===== src/rtl/stagger_pkg.sv =====
package stagger_pkg;

  // Number of clock cycles channel idx lags channel 0.
  function automatic int unsigned chan_delay(input int unsigned idx,
                                             input int unsigned step);
    return idx * step;
  endfunction

  // Cycles from the first channel's edge to the last channel's edge.
  function automatic int unsigned full_span(input int unsigned chans,
                                            input int unsigned step);
    return (chans - 1) * step;
  endfunction

endpackage


===== src/rtl/stagger_cmd.sv =====
// Forms the per-channel command from the latched bits and the global enable.
module stagger_cmd #(
  parameter int unsigned CHANNELS = 16
) (
  input  logic [CHANNELS-1:0] chan_on,
  input  logic                oe_n,
  output logic [CHANNELS-1:0] cmd
);
  always_comb begin
    cmd = oe_n ? '0 : chan_on;
  end
endmodule


===== src/rtl/stagger_tap.sv =====
// Shift chain of LEN cycles for one channel, plus a flag that is set when any
// queued sample differs from the present command.
module stagger_tap #(
  parameter int unsigned LEN = 2
) (
  input  logic clk,
  input  logic rst_n,
  input  logic din,
  output logic tap,
  output logic diff
);
  logic [LEN-1:0] sr;

  always_ff @(posedge clk or negedge rst_n) begin
    if (!rst_n) begin
      sr <= '0;
    end else begin
      sr[0] <= din;
      for (int k = 1; k < int'(LEN); k++) begin
        sr[k] <= sr[k-1];
      end
    end
  end

  assign tap  = sr[LEN-1];
  assign diff = |(sr ^ {LEN{din}});
endmodule


===== src/rtl/stagger_drive.sv =====
// Output register with the thermal gate, and the pending-transition flag.
module stagger_drive #(
  parameter int unsigned CHANNELS = 16
) (
  input  logic                clk,
  input  logic                rst_n,
  input  logic [CHANNELS-1:0] tap_out,
  input  logic [CHANNELS-1:0] cmd,
  input  logic [CHANNELS-1:0] chain_diff,
  input  logic                therm_off,
  output logic [CHANNELS-1:0] drive,
  output logic                busy
);
  logic [CHANNELS-1:0] settled_lvl;

  always_ff @(posedge clk or negedge rst_n) begin
    if (!rst_n) begin
      drive <= '0;
    end else begin
      drive <= tap_out & ~{CHANNELS{therm_off}};
    end
  end

  assign settled_lvl = cmd & ~{CHANNELS{therm_off}};
  assign busy        = (|chain_diff) | (|(drive ^ settled_lvl));
endmodule


===== src/rtl/stagger_seq.sv =====
module stagger_seq #(
  parameter int unsigned CHANNELS    = 16,
  parameter int unsigned STEP_CYCLES = 2
) (
  input  logic                clk,
  input  logic                rst_n,
  input  logic [CHANNELS-1:0] chan_on,
  input  logic                oe_n,
  input  logic                therm_off,
  output logic [CHANNELS-1:0] drive,
  output logic                busy
);
  import stagger_pkg::*;

  localparam int unsigned SPAN = full_span(CHANNELS, STEP_CYCLES);

  // Named internal events, brought out for the checker.
  logic [CHANNELS-1:0] cmd;
  logic [CHANNELS-1:0] tap_out;
  logic [CHANNELS-1:0] chain_diff;

  stagger_cmd #(.CHANNELS(CHANNELS)) u_cmd (
    .chan_on (chan_on),
    .oe_n    (oe_n),
    .cmd     (cmd)
  );

  for (genvar i = 0; i < int'(CHANNELS); i++) begin : g_chan
    localparam int unsigned LEN = chan_delay(i, STEP_CYCLES);
    if (LEN == 0) begin : g_direct
      assign tap_out[i]    = cmd[i];
      assign chain_diff[i] = 1'b0;
    end else begin : g_chain
      stagger_tap #(.LEN(LEN)) u_tap (
        .clk   (clk),
        .rst_n (rst_n),
        .din   (cmd[i]),
        .tap   (tap_out[i]),
        .diff  (chain_diff[i])
      );
    end
  end

  stagger_drive #(.CHANNELS(CHANNELS)) u_drive (
    .clk        (clk),
    .rst_n      (rst_n),
    .tap_out    (tap_out),
    .cmd        (cmd),
    .chain_diff (chain_diff),
    .therm_off  (therm_off),
    .drive      (drive),
    .busy       (busy)
  );

  initial begin
    assert (SPAN < 65536) else $error("stagger span too large");
  end
endmodule


===== config.mk =====
export PLATFORM = sky130hd
export DESIGN_NAME = stagger_seq
export DESIGN_NICKNAME = d
export VERILOG_FILES = /design/src/rtl/stagger_pkg.sv /design/src/rtl/stagger_cmd.sv /design/src/rtl/stagger_tap.sv /design/src/rtl/stagger_drive.sv /design/src/rtl/stagger_seq.sv
export SDC_FILE = /design/constraint.sdc
export NUM_CORES = 1
export LEC_CHECK = 0
export BUFFER_PORTS_ARGS = -buffer_cell sky130_fd_sc_hd__buf_2
export CAP_MARGIN = 20
export CORE_ASPECT_RATIO = 0.5
export CORE_MARGIN = 2
export CORE_UTILIZATION = 57
export DETAILED_ROUTE_END_ITERATION = 6
export PLACE_DENSITY_LB_ADDON = 0.1
export SETUP_SLACK_MARGIN = 0.05
export SKIP_LAST_GASP = 1
export SYNTH_ARGS = -nofsm -noshare
export SYNTH_HDL_FRONTEND = slang
export SYNTH_SLANG_ARGS = --single-unit

===== constraint.sdc =====
create_clock -name clk -period 3.7 [get_ports clk]
set_input_delay 0.185 -clock clk [delete_from_list [all_inputs] [get_ports clk]]
set_output_delay 0.185 -clock clk [all_outputs]
set_load 0.1 [all_outputs]

==> results of run 1 <==
-- synth_stat cells (all sizes together), types with 2 or more instances --
library cell and number:
a21oi 7, a31oi 17, and3 6, and4 3, buf 5, clkbuf 7, dfrtp 256, inv 13
mux2i 7, nand2 6, nand2b 9, nand4 58, nor2 7, nor2b 21, nor3 27, nor3b 2
nor4 49, nor4b 6, o21ai 3, o21ba 2, o22ai 4, o32ai 6, or4 18, xnor2 5
xor2 2
-- cell families (layout without fill, tap and decap cells) --
group                  count (synthesis)  in the layout
AO/OA/AOI/OAI                         47             47
multiplexers                           7              7
XOR/XNOR                               7              7
AND/OR/NAND/NOR                      213            213
buffers and inverters                 25             93
flip-flops                           256            256
-- through the flow --
| stage | instance area, µm² | cells | utilization, % |
|---|---|---|---|
| after detailed placement | 8750 | 780 | 60.8 |
| after global placement | 8750 | 780 | 60.8 |
| final | 9460 | 821 | 65.7 |
| after floorplan | 8330 | 555 | - |
| after CTS | 9460 | 821 | 65.7 |
| after global routing | 9460 | 821 | 65.7 |
-- power breakdown --
| part | switching, W | total [W] | leakage (nW) | internal [W] |
|---|---|---|---|---|
| clock network | 0.000949 | 0.00213 | 0.326 | 0.00118 |
| logic | 0.000183 | 0.000265 | 0.647 | 0.0000821 |
| registers | 0.000112 | 0.00305 | 3.31 | 0.00294 |
-- per-layer routing --
layer / share of wire (%) / global-route usage, %
met5: 0 / 0
met1: 53 / 32.6
met4: 1.2 / 4.17
met2: 42 / 28.2
met3: 3.5 / 3.44
-- cell type report --
cell class | instances | area (µm²)
clock buffer | 27 | 578
clock inverter | 10 | 87.6
fill | 1052 | 4930
inverter | 13 | 48.8
multi-input combinational | 274 | 1810
sequential | 256 | 6410
tap | 198 | 248
timing repair buffer | 43 | 278
-- registers in the layout, summed over array words and instances, names as in the netlist --
name,count
u_drive.drive,16
g_chan.g_chain.u_tap.sr,240
-- path summary, 6_finish.rpt --
path / from / end / slack (ps) / cells after the start
max: g_chan[6].g_chain.u_tap.sr[6]$_DFF_PN0_ / busy / 290 / 7
min: chan_on[8] / g_chan[8].g_chain.u_tap.sr[0]$_DFF_PN0_ / 40 / 2
max reg2reg: g_chan[8].g_chain.u_tap.sr[15]$_DFF_PN0_ / u_drive.drive[8]$_DFF_PN0_ / 3020 / 1
min reg2reg: g_chan[4].g_chain.u_tap.sr[4]$_DFF_PN0_ / g_chan[4].g_chain.u_tap.sr[5]$_DFF_PN0_ / 390 / 0
max in group asynchronous: rst_n / g_chan[8].g_chain.u_tap.sr[2]$_DFF_PN0_ / 2430 / 3
min in group asynchronous: rst_n / g_chan[15].g_chain.u_tap.sr[4]$_DFF_PN0_ / 350 / 2
==> results.md, run 1 <==
Die:
- The number of top-level pins is 37.
- The width of the chip is 175 µm.
- The floorplan has 31 rows.
- The core region area is 14400 µm².
- The starting density of the core is 57.9%.
- The vertical die dimension is 89.5 µm.
- The area of the die is 15700 µm².

Pwr:
- The total power divided by cell area is 576 nW/µm².
- The worst-case IR drop observed on VDD is 0.351 mV.
- Summed over all cells, the static leakage comes to 4.28 nW.
- The total design power is 0.00545 W.

Logic synthesis:
- The fraction of synthesized area in multiplexers is 0.841%.
- The count of distinct cell types in the synthesized netlist is 42.
- The count of synthesis-stage warnings from yosys is 0.
- The sequential share of the synthesized area is 76.9%.
- After Yosys synthesis, full adders, half adders and majority gates account for 0% of the synthesized area.
- The combinational family with the most area after synthesis is simple AND/OR/NAND/NOR gates.
- The synthesized netlist devotes 0.736% of its cell area to XOR and XNOR gates.
- After synthesis, the cell types taking the most area are sky130_fd_sc_hd__dfrtp_1, sky130_fd_sc_hd__nand4_1, sky130_fd_sc_hd__nor4_1.
- The total nets after synthesis is 575.
- The library cell occupying the most area in the post-synthesis netlist is sky130_fd_sc_hd__dfrtp_1.
- The async set-reset flop share out of synthesis is 100%.
- Summed over its instances, the top area cell type makes up 76.9% of the synthesized netlist area.
- The number of instances in the synthesized netlist is 555.
- The synthesized netlist devotes 4.01% of its cell area to compound gates.
- In this run the mean area of a mapped cell was 15.0 µm².
- Of the total synthesized cell area, the portion taken by AND, OR, NAND and NOR gates is 16.2%.
- In this run, synthesis inferred 0 flip-flops with an integrated enable.
- The flip-flop and latch count after synthesis is 256.
- The most used flip-flop cell after synthesis is sky130_fd_sc_hd__dfrtp_1.
- The mapped cell area is 8330 µm².

Timing:
- The max-slew violation count is 0.
- The worst-case hold slack is 39.2 ps.
- The least setup slack across all paths after layout is 289 ps.
- The final count of hold timing violations came to 0.
- Static timing analysis puts the maximum clock frequency at 0.293 GHz.
- The setup violation total in the final timing report is 0.
- The remaining max-slew budget at the tightest pin is 46.1%.
- Of the available clock period, the critical path in the final layout requires 92.2%.
- The post-route setup TNS is 0 ps.
- Setup repair after global routing left no endpoint under its margin.
- The worst-case clock skew is 10.9 ps.
- The final critical delay including setup and external delays is 3410 ps.
- For the pin with the worst max-slew slack, the measured transition is 809 ps.

Route:
- Dividing the detail-routed via count by the number of cells gives 5.71.
- Detailed routing inserted a total of 4689 vias.
- The violation count after the first detailed-routing iteration is 341.
- For this block, the routed nets add up to 14800 µm of wire.
- The detail route stage leaves a number of antenna-violating nets equal to 0.
- For this run, design rule violations remaining after detail routing come to 0.
- In the final routed layout, each cell accounts on average for 18.1 µm.
- For this run, the detailed router's first-pass iteration total came to 4.

Placed design:
- The wire-length estimate of the detail-placed layout is 9530 µm.
- The global placement routability congestion is 0.772.
- The pre-CTS setup slack is 821 ps.
- Port buffering added 36 buffers.

Clocking:
- The clock-pin slew on the worst setup and hold paths is 70 ps.
- In this run the number of H-tree levels came out at 1.
- The number of hold-repair buffers added at the cts stage is 4.
- The number of clock buffers added by TritonCTS is 21.
- No sink is reached through more buffers than the 3 on the longest clock path.
- Clock latency on the worst-skew pair, taken at its later pin, is 490 ps.
- In this run, post-CTS repair resized a total of 0 instances.
- The TritonCTS clock tree is yes.
- Counting every sink on the clock net gives 256.
- The root buffer cell is sky130_fd_sc_hd__clkbuf_16.
- The number of setup buffers added after CTS is 0.

Global route:
- The overall overflow remaining after global route is 0.
- The via count of the first global-routing pass came to 4571.
- Entering global routing, the biggest net connects 115 pins.
- The initial antenna violation count came to 0.
- The total global routing track utilization is 19.9%.
- The wire length of the first global-routing pass is 24000 µm.

Run:
- The number of maximum-capacitance constraint violations is 0.

Worst setup path:
- In this run the worst path has a maximum fanout of 3.
- The cell at the slowest stage of the critical path is sky130_fd_sc_hd__or4_1.
- The top cell family by delay on the critical path is simple AND/OR/NAND/NOR gates.
- The worst setup path is of the register to output port kind.
- In this design, the critical path's most frequently occurring cell is sky130_fd_sc_hd__or4_1.
- The worst path required time is 3510 ps.
- The number of buffers and inverters on the critical path is 1.
- The worst setup path is launched from a register.
- The largest single stage delay on the critical path is 590 ps.
- The worst setup path is captured at an output port.
- Traced cell by cell, the critical path runs through or4_1 -> nor3_1 -> a21oi_1 -> nor4_1 -> nand4_1 -> or4_1 -> buf_2.
- Data arrives at the worst endpoint at 3230 ps.

Cells and area:
- 0 antenna diodes ended up in the layout.
- The library cell used most frequently in the layout, excluding fill and tap cells, is sky130_fd_sc_hd__dfrtp_1.
- The total number of nets in the final design is 629.
- The share of cells above drive strength 1 is 13.8%.
- From synthesis to final layout, the design area changed by 13.5%.
- The top cell types in the final layout, fill and taps aside, are sky130_fd_sc_hd__dfrtp_1, sky130_fd_sc_hd__nand4_1, sky130_fd_sc_hd__nor4_1, sky130_fd_sc_hd__buf_2, sky130_fd_sc_hd__nor3_1.

Run status:
- The flow ran to the end, and the final reports show no timing, DRC or antenna violations.

Min path:
- The path class of the tightest hold or removal check is input port to register.
(Power assumes the default switching activity.)
==> inputs of run 2 (changes only) <==
--- a/config.mk
+++ b/config.mk
@@ -9,9 +9,10 @@
 export CAP_MARGIN = 20
 export CORE_ASPECT_RATIO = 0.5
 export CORE_MARGIN = 2
-export CORE_UTILIZATION = 57
+export CORE_UTILIZATION = 64
 export DETAILED_ROUTE_END_ITERATION = 6
 export PLACE_DENSITY_LB_ADDON = 0.1
+export REMOVE_ABC_BUFFERS = 1
 export SETUP_SLACK_MARGIN = 0.05
 export SKIP_LAST_GASP = 1
 export SYNTH_ARGS = -nofsm -noshare
==> run 2 against run 1 <==
Effect of this change: core utilization grew 8.8 points; non-clock buffer count shrank 1; register-to-register slack is essentially flat; largest cell class unchanged; design area grew 0.12%; combinational power grew 2%; final cell count shrank 3.5%; die area shrank 11%; worst hold slack lost 11 ps; clock skew shrank 2.1 ps; critical path depth is the same.
==> results.md, run 2 (synthesis gave the netlist of run 1 again) <==
Run status:
- Result of the run: completed (unchanged).

Placed design:
- The number of port buffers is 36 (unchanged).
- The HPWL reported at the end of detailed placement is 9730 µm (was 9530 µm).
- The global placement routability congestion is 0.761 (was 0.772).
- The total instance count after detailed placement is 752 (was 780).

Worst setup path:
- The stage delay of the slowest cell on the critical path came to 550 ps (was 590 ps).
- The cell at the slowest stage of the critical path is sky130_fd_sc_hd__or4_1 (unchanged).
- The category of the worst setup path launch point is a register (unchanged).
- The startpoint-to-endpoint class of the critical path is register to output port (unchanged).
- The maximum fanout along the worst path is 3 (unchanged).
- Critical-path cell list: or4_1 -> nor3_1 -> a21oi_1 -> nor4_2 -> nand4_1 -> or4_1 -> buf_2 (was or4_1 -> nor3_1 -> a21oi_1 -> nor4_1 -> nand4_1 -> or4_1 -> buf_2).
- The worst path required time is 3510 ps (about the same).
- The arrival time at the worst endpoint is 3200 ps (was 3230 ps).
- The kind of end point of the critical path is an output port (unchanged).
- The dominant cell type by count on the critical path is sky130_fd_sc_hd__or4_1 (unchanged).

Min path:
- The class of the worst hold path is input port to register (unchanged).

Cells and area:
- The number of flip-flops in the largest register is 240 (unchanged).
- The share of cells above drive strength 1 is 13.3% (was 13.8%).
- The post-route non-filler standard cell count is 792 (was 821).
- The register name with the most flops is g_chan.g_chain.u_tap.sr (unchanged).
- The total number of nets in the final design is 628 (was 629).
- The layout overhead on the synthesized area is 13.7% (was 13.5%).
- The final antenna diode count is 0 (unchanged).
- The most common cell after layout, fill and taps aside is sky130_fd_sc_hd__dfrtp_1 (unchanged).
- Top Registers: g_chan.g_chain.u_tap.sr x240, u_drive.drive x16 (unchanged).
- Top library cells by usage in the layout, fill and taps aside: sky130_fd_sc_hd__dfrtp_1, sky130_fd_sc_hd__nand4_1, sky130_fd_sc_hd__nor4_1, sky130_fd_sc_hd__buf_2, sky130_fd_sc_hd__nor3_1 (unchanged).

Global route:
- The initial antenna violation count is 0 (unchanged).
- The via count of the first global-routing pass came to 4951 (was 4571).
- The wire length of the first global-routing pass is 25900 µm (was 24000 µm).
- The pin count of the biggest net entering global routing is 147 (was 115).
- The overall overflow remaining after global route is 0 (unchanged).
- The total global routing track utilization is 24.3% (was 19.9%).

Timing:
- The remaining max-slew budget at the tightest pin is 29.2% (was 46.1%).
- The setup violation total in the final timing report is 0 (unchanged).
- Unrepaired setup endpoints after global routing: false (unchanged).
- The peak clock frequency supported by timing is 0.295 GHz (was 0.293 GHz).
- The post-route setup TNS is 0 ps (unchanged).
- The final critical delay including setup and external delays is 3390 ps (was 3410 ps).
- The max-slew violation count came to 0 (unchanged).
- The worst-case clock skew was 8.77 ps (was 10.9 ps).
- The final count of hold timing violations came to 0 (unchanged).
- The portion of the clock cycle consumed by the worst path in the final layout is 91.6% (was 92.2%).
- The transition time at the pin with the least slew margin came to 1060 ps (was 809 ps).

Die:
- The area of the die was 14000 µm² (was 15700 µm²).
- The number of top-level pins came to 37 (unchanged).
- The vertical die dimension was 84.7 µm (was 89.5 µm).
- The starting density of the core is 65.6% (was 57.9%).
- The count of standard-cell rows is 29 (was 31).
- The core region area was 12700 µm² (was 14400 µm²).
- The width of the chip came to 165 µm (was 175 µm).

Run:
- The number of maximum-capacitance constraint violations came to 0 (unchanged).

Clocking:
- The clock-pin slew on the worst setup and hold paths is 70 ps (about the same).
- The number of H-tree levels was 1 (unchanged).
- The TritonCTS clock tree is yes (unchanged).
- The largest buffer count on any clock path was 3 (unchanged).
- The clock insertion delay at the later pin of the skew report is 490 ps (about the same).
- The total clock buffers created by CTS is 21 (unchanged).
- The root buffer cell is sky130_fd_sc_hd__clkbuf_16 (unchanged).
- The buffers inserted during post-CTS setup optimization is 0 (unchanged).
- The total number of clock tree sinks was 256 (unchanged).

Route:
- The count of vias placed by the detailed router is 4820 (was 4689).
- The count of TritonRoute iterations in the first routing pass is 4 (unchanged).
- The sum of routed wire length over all layers is 15700 µm (was 14800 µm).
- The number of remaining DRC errors is 0 (unchanged).
- The violation count after the first detailed-routing iteration is 471 (was 341).
- The via density per instance is 6.09 (was 5.71).
- The wire length per cell after detailed routing is 19.8 µm (was 18.1 µm).
- The post-route antenna net violation count came to 0 (unchanged).

Pwr:
- The worst ir drop on vdd is 0.469 mV (was 0.351 mV).
- The total leakage power was 4.30 nW (was 4.28 nW).
- The total power divided by cell area is 593 nW/µm² (was 576 nW/µm²).
[run 2: final timing paths]
| kind | from | end | slack [ps] | depth (start not counted) |
|---|---|---|---|---|
| max in group asynchronous | rst_n | g_chan[9].g_chain.u_tap.sr[10]$_DFF_PN0_ | 2430 | 3 |
| hold / removal | chan_on[1] | g_chan[1].g_chain.u_tap.sr[0]$_DFF_PN0_ | 30 | 2 |
| min in group asynchronous | rst_n | g_chan[15].g_chain.u_tap.sr[18]$_DFF_PN0_ | 380 | 2 |
| setup reg to reg | g_chan[13].g_chain.u_tap.sr[25]$_DFF_PN0_ | u_drive.drive[13]$_DFF_PN0_ | 3030 | 1 |
| hold reg to reg | g_chan[3].g_chain.u_tap.sr[0]$_DFF_PN0_ | g_chan[3].g_chain.u_tap.sr[1]$_DFF_PN0_ | 390 | 0 |
| setup / recovery | g_chan[6].g_chain.u_tap.sr[6]$_DFF_PN0_ | busy | 310 | 7 |
[run 2: final cells by class]
cell class | count | area (µm²)
flip-flops and latches | 256 | 6410
fillers | 781 | 3230
multi-input cells | 274 | 1820
clock buffers | 33 | 621
repair buffers | 42 | 268
well taps | 170 | 213
clock inverters | 4 | 95.1
inverters | 13 | 48.8
[run 2: through the flow]
stage / power, W / hold WS [ps] / utilization [%] / area, µm² / setup slack, ps
final: 0.00562 / 27.8 / 74.6 / 9470 / 311
after global routing: 0.00585 / 16.6 / 74.6 / 9470 / 184
after CTS: 0.00567 / 12.7 / 74.5 / 9460 / 161
after detailed placement: 0.00337 / 377 / 68.7 / 8720 / 846
after global placement: 0.00336 / 371 / 68.7 / 8720 / 887
after floorplan: 0.00322 / -111 / - / 8270 / 945
[run 2: critical path: cells and delay by family, from the launching register on]
family                 cells  cell delay (ps)
flip-flops                 1              400
AND/OR/NAND/NOR            5             1920
AO/OA/AOI/OAI              1               80
buffers and inverters      1              320
[run 2: report_power, final]
part	switching (W)	total [W]	internal, W
clock network	0.000934	0.00229	0.00136
registers	0.000117	0.00306	0.00294
logic	0.000187	0.000269	0.0000815
[run 2: repair_timing]
action,4_1_cts,5_1_grt
endpoints found under the hold margin,146,0
resized for setup,0,1
setup endpoints to repair,0,1
hold buffers,3,0
[run 2: per-layer routing]
metal,wire length [µm],vias to the layer above,global-route usage [%]
met5,0,-,0
met4,302,0,6.50
met3,829,26,4.05
met2,6980,105,35.3
met1,7550,2486,39.2
li1,-,2203,-
==> inputs of run 3 (changes only) <==
--- a/config.mk
+++ b/config.mk
@@ -6,10 +6,10 @@
 export NUM_CORES = 1
 export LEC_CHECK = 0
 export BUFFER_PORTS_ARGS = -buffer_cell sky130_fd_sc_hd__buf_2
-export CAP_MARGIN = 20
 export CORE_ASPECT_RATIO = 0.5
 export CORE_MARGIN = 2
 export CORE_UTILIZATION = 64
+export CTS_BUF_LIST = sky130_fd_sc_hd__clkbuf_16
 export DETAILED_ROUTE_END_ITERATION = 6
 export PLACE_DENSITY_LB_ADDON = 0.1
 export REMOVE_ABC_BUFFERS = 1
==> run 3 against run 2 <==
Effect of this change: worst hold slack improved by 1.7 ps; sequential power about the same; fmax decreased by 2.3%; flip-flop and latch count unchanged; largest power group unchanged.
==> results.md, run 3 (synthesis gave the netlist of run 1 again) <==
Route:
- The count of vias placed by the detailed router is 4824 (was 4820).
- The via density per instance came to 6.09 (about the same).
- The number of remaining DRC errors is 0 (unchanged).
- The count of TritonRoute iterations in the first routing pass is 4 (unchanged).
- The sum of routed wire length over all layers came to 15800 µm (was 15700 µm).
- The violation count after the first detailed-routing iteration is 399 (was 471).
- The post-route antenna net violation count came to 0 (unchanged).
- The wire length per cell after detailed routing is 19.9 µm (was 19.8 µm).

Timing:
- The remaining max-slew budget at the tightest pin is 28.2% (was 29.2%).
- The setup violation total in the final timing report is 0 (unchanged).
- The worst-case clock skew was 9.12 ps (was 8.77 ps).
- The peak clock frequency supported by timing is 0.288 GHz (was 0.295 GHz).
- The post-route setup TNS is 0 ps (unchanged).
- The final critical delay including setup and external delays is 3470 ps (was 3390 ps).
- The final count of hold timing violations is 0 (unchanged).
- The worst-case hold slack is 29.6 ps (was 27.8 ps).
- The portion of the clock cycle consumed by the worst path in the final layout is 93.7% (was 91.6%).
- The max-slew violation count was 0 (unchanged).
- The transition time at the pin with the least slew margin was 1080 ps (was 1060 ps).
- Unrepaired setup endpoints after global routing: false (unchanged).

Placed design:
- The HPWL reported at the end of detailed placement came to 9730 µm (unchanged).
- The cell area reported after detailed placement was 8720 µm² (unchanged).
- The number of port buffers came to 36 (unchanged).
- The global placement routability congestion is 0.761 (unchanged).

Die:
- The core region area is 12700 µm² (unchanged).
- The starting density of the core is 65.6% (unchanged).
- The vertical die dimension is 84.7 µm (unchanged).
- The area of the die was 14000 µm² (unchanged).
- The width of the chip is 165 µm (unchanged).
- The number of top-level pins was 37 (unchanged).
- The count of standard-cell rows came to 29 (unchanged).

Pwr:
- The total leakage power is 4.30 nW (about the same).
- The total power divided by cell area is 584 nW/µm² (was 593 nW/µm²).
- The total design power came to 0.00550 W (was 0.00562 W).
- The worst ir drop on vdd is 0.468 mV (was 0.469 mV).

Global route:
- The overall overflow remaining after global route is 0 (unchanged).
- The pin count of the biggest net entering global routing is 147 (unchanged).
- The total global routing track utilization is 24.4% (was 24.3%).
- The via count of the first global-routing pass is 4966 (was 4951).
- The wire length of the first global-routing pass is 26000 µm (was 25900 µm).
- The initial antenna violation count came to 0 (unchanged).

Worst setup path:
- The origin of the worst setup path is g_chan[6].g_chain.u_tap.sr[6]$_DFF_PN0_ (unchanged).
- Critical-path cell list: or4_1 -> nor3_1 -> a21oi_1 -> nor4_1 -> nand4_1 -> or4_1 -> buf_2 (was or4_1 -> nor3_1 -> a21oi_1 -> nor4_2 -> nand4_1 -> or4_1 -> buf_2).
- The start of the worst register-to-register path is g_chan[8].g_chain.u_tap.sr[15]$_DFF_PN0_ (was g_chan[13].g_chain.u_tap.sr[25]$_DFF_PN0_).
- The startpoint-to-endpoint class of the critical path is register to output port (unchanged).
- The top cell family by delay on the critical path is simple AND/OR/NAND/NOR gates (unchanged).
- The number of buffers and inverters on the critical path is 1 (unchanged).
- The arrival time at the worst endpoint is 3280 ps (was 3200 ps).
- The stage delay of the slowest cell on the critical path is 560 ps (was 550 ps).
- The worst path required time is 3510 ps (about the same).
- The cell at the slowest stage of the critical path is sky130_fd_sc_hd__nor4_1 (was sky130_fd_sc_hd__or4_1).
- The dominant cell type by count on the critical path is sky130_fd_sc_hd__or4_1 (unchanged).
- The maximum fanout along the worst path was 3 (unchanged).
- The kind of end point of the critical path is an output port (unchanged).
- The category of the worst setup path launch point is a register (unchanged).

Cells and area:
- The number of flip-flops in the largest register is 240 (unchanged).
- The final antenna diode count is 0 (unchanged).
- The most common cell after layout, fill and taps aside is sky130_fd_sc_hd__dfrtp_1 (unchanged).
- The register name with the most flops was g_chan.g_chain.u_tap.sr (unchanged).
- Top Registers: g_chan.g_chain.u_tap.sr x240, u_drive.drive x16 (unchanged).
- Top library cells by usage in the layout, fill and taps aside: sky130_fd_sc_hd__dfrtp_1, sky130_fd_sc_hd__nand4_1, sky130_fd_sc_hd__nor4_1, sky130_fd_sc_hd__buf_2, sky130_fd_sc_hd__nor3_1 (unchanged).
- The share of cells above drive strength 1 is 12.4% (was 13.3%).
- The layout overhead on the synthesized area was 13.0% (was 13.7%).
- The total number of nets in the final design was 628 (unchanged).
- The post-route standard cell area excluding fillers is 9410 µm² (was 9470 µm²).

Clocking:
- The quantity of gates resized following cts is 0 (unchanged).
- The TritonCTS clock tree is yes (unchanged).
- The root buffer cell is sky130_fd_sc_hd__clkbuf_16 (unchanged).
- The clock insertion delay at the later pin of the skew report came to 490 ps (about the same).
- The number of hold-repair buffers added at the cts stage came to 3 (unchanged).
- The largest buffer count on any clock path was 3 (unchanged).
- The number of H-tree levels is 1 (unchanged).
- The total clock buffers created by CTS is 21 (unchanged).
- The clock-pin slew on the worst setup and hold paths is 70 ps (about the same).
- The buffers inserted during post-CTS setup optimization is 0 (unchanged).
- The total number of clock tree sinks is 256 (unchanged).

Min path:
- The class of the worst hold path is input port to register (unchanged).
- The startpoint of the tightest hold check path is chan_on[1] (unchanged).

Run:
- The number of maximum-capacitance constraint violations was 0 (unchanged).

Run status:
- Result of the run: completed (unchanged).
-- run 3: final cells by class --
cell class / count / area (µm²)
clock inverter: 16 / 140
multi-input combinational: 274 / 1810
fill: 789 / 3290
timing repair buffer: 42 / 268
tap: 170 / 213
clock buffer: 21 / 526
inverter: 13 / 48.8
sequential: 256 / 6410
-- run 3: through the flow --
stage	utilization [%]	setup WS, ps	std cells
floorplan	-	945	543
global placement	68.7	887	752
detailed placement	68.7	846	752
CTS	74.1	210	792
global route	74.1	50.3	792
finish	74.1	231	792
-- run 3: worst paths after layout --
check	endpoint	cells after the start	slack [ps]
setup reg to reg	u_drive.drive[8]$_DFF_PN0_	1	3010
min in group asynchronous	g_chan[15].g_chain.u_tap.sr[18]$_DFF_PN0_	2	380
hold / removal	g_chan[1].g_chain.u_tap.sr[0]$_DFF_PN0_	2	30
setup / recovery	busy	7	230
hold reg to reg	g_chan[3].g_chain.u_tap.sr[1]$_DFF_PN0_	0	390
max in group asynchronous	g_chan[13].g_chain.u_tap.sr[10]$_DFF_PN0_	3	2420
-- run 3: where the power goes --
part	internal (W)	switching, W
registers	0.00294	0.000118
logic	0.0000814	0.000187
clock network	0.00124	0.000933
total	0.00426	0.00124
-- run 3: per-layer routing --
metal | vias to the layer above | GRT usage (%) | part of all wire, %
li1 | 2210 | - | -
met1 | 2512 | 39.2 | 51
met2 | 76 | 35.6 | 44
met3 | 26 | 4.35 | 4.0
met4 | 0 | 6.19 | 1.6
met5 | - | 0 | 0
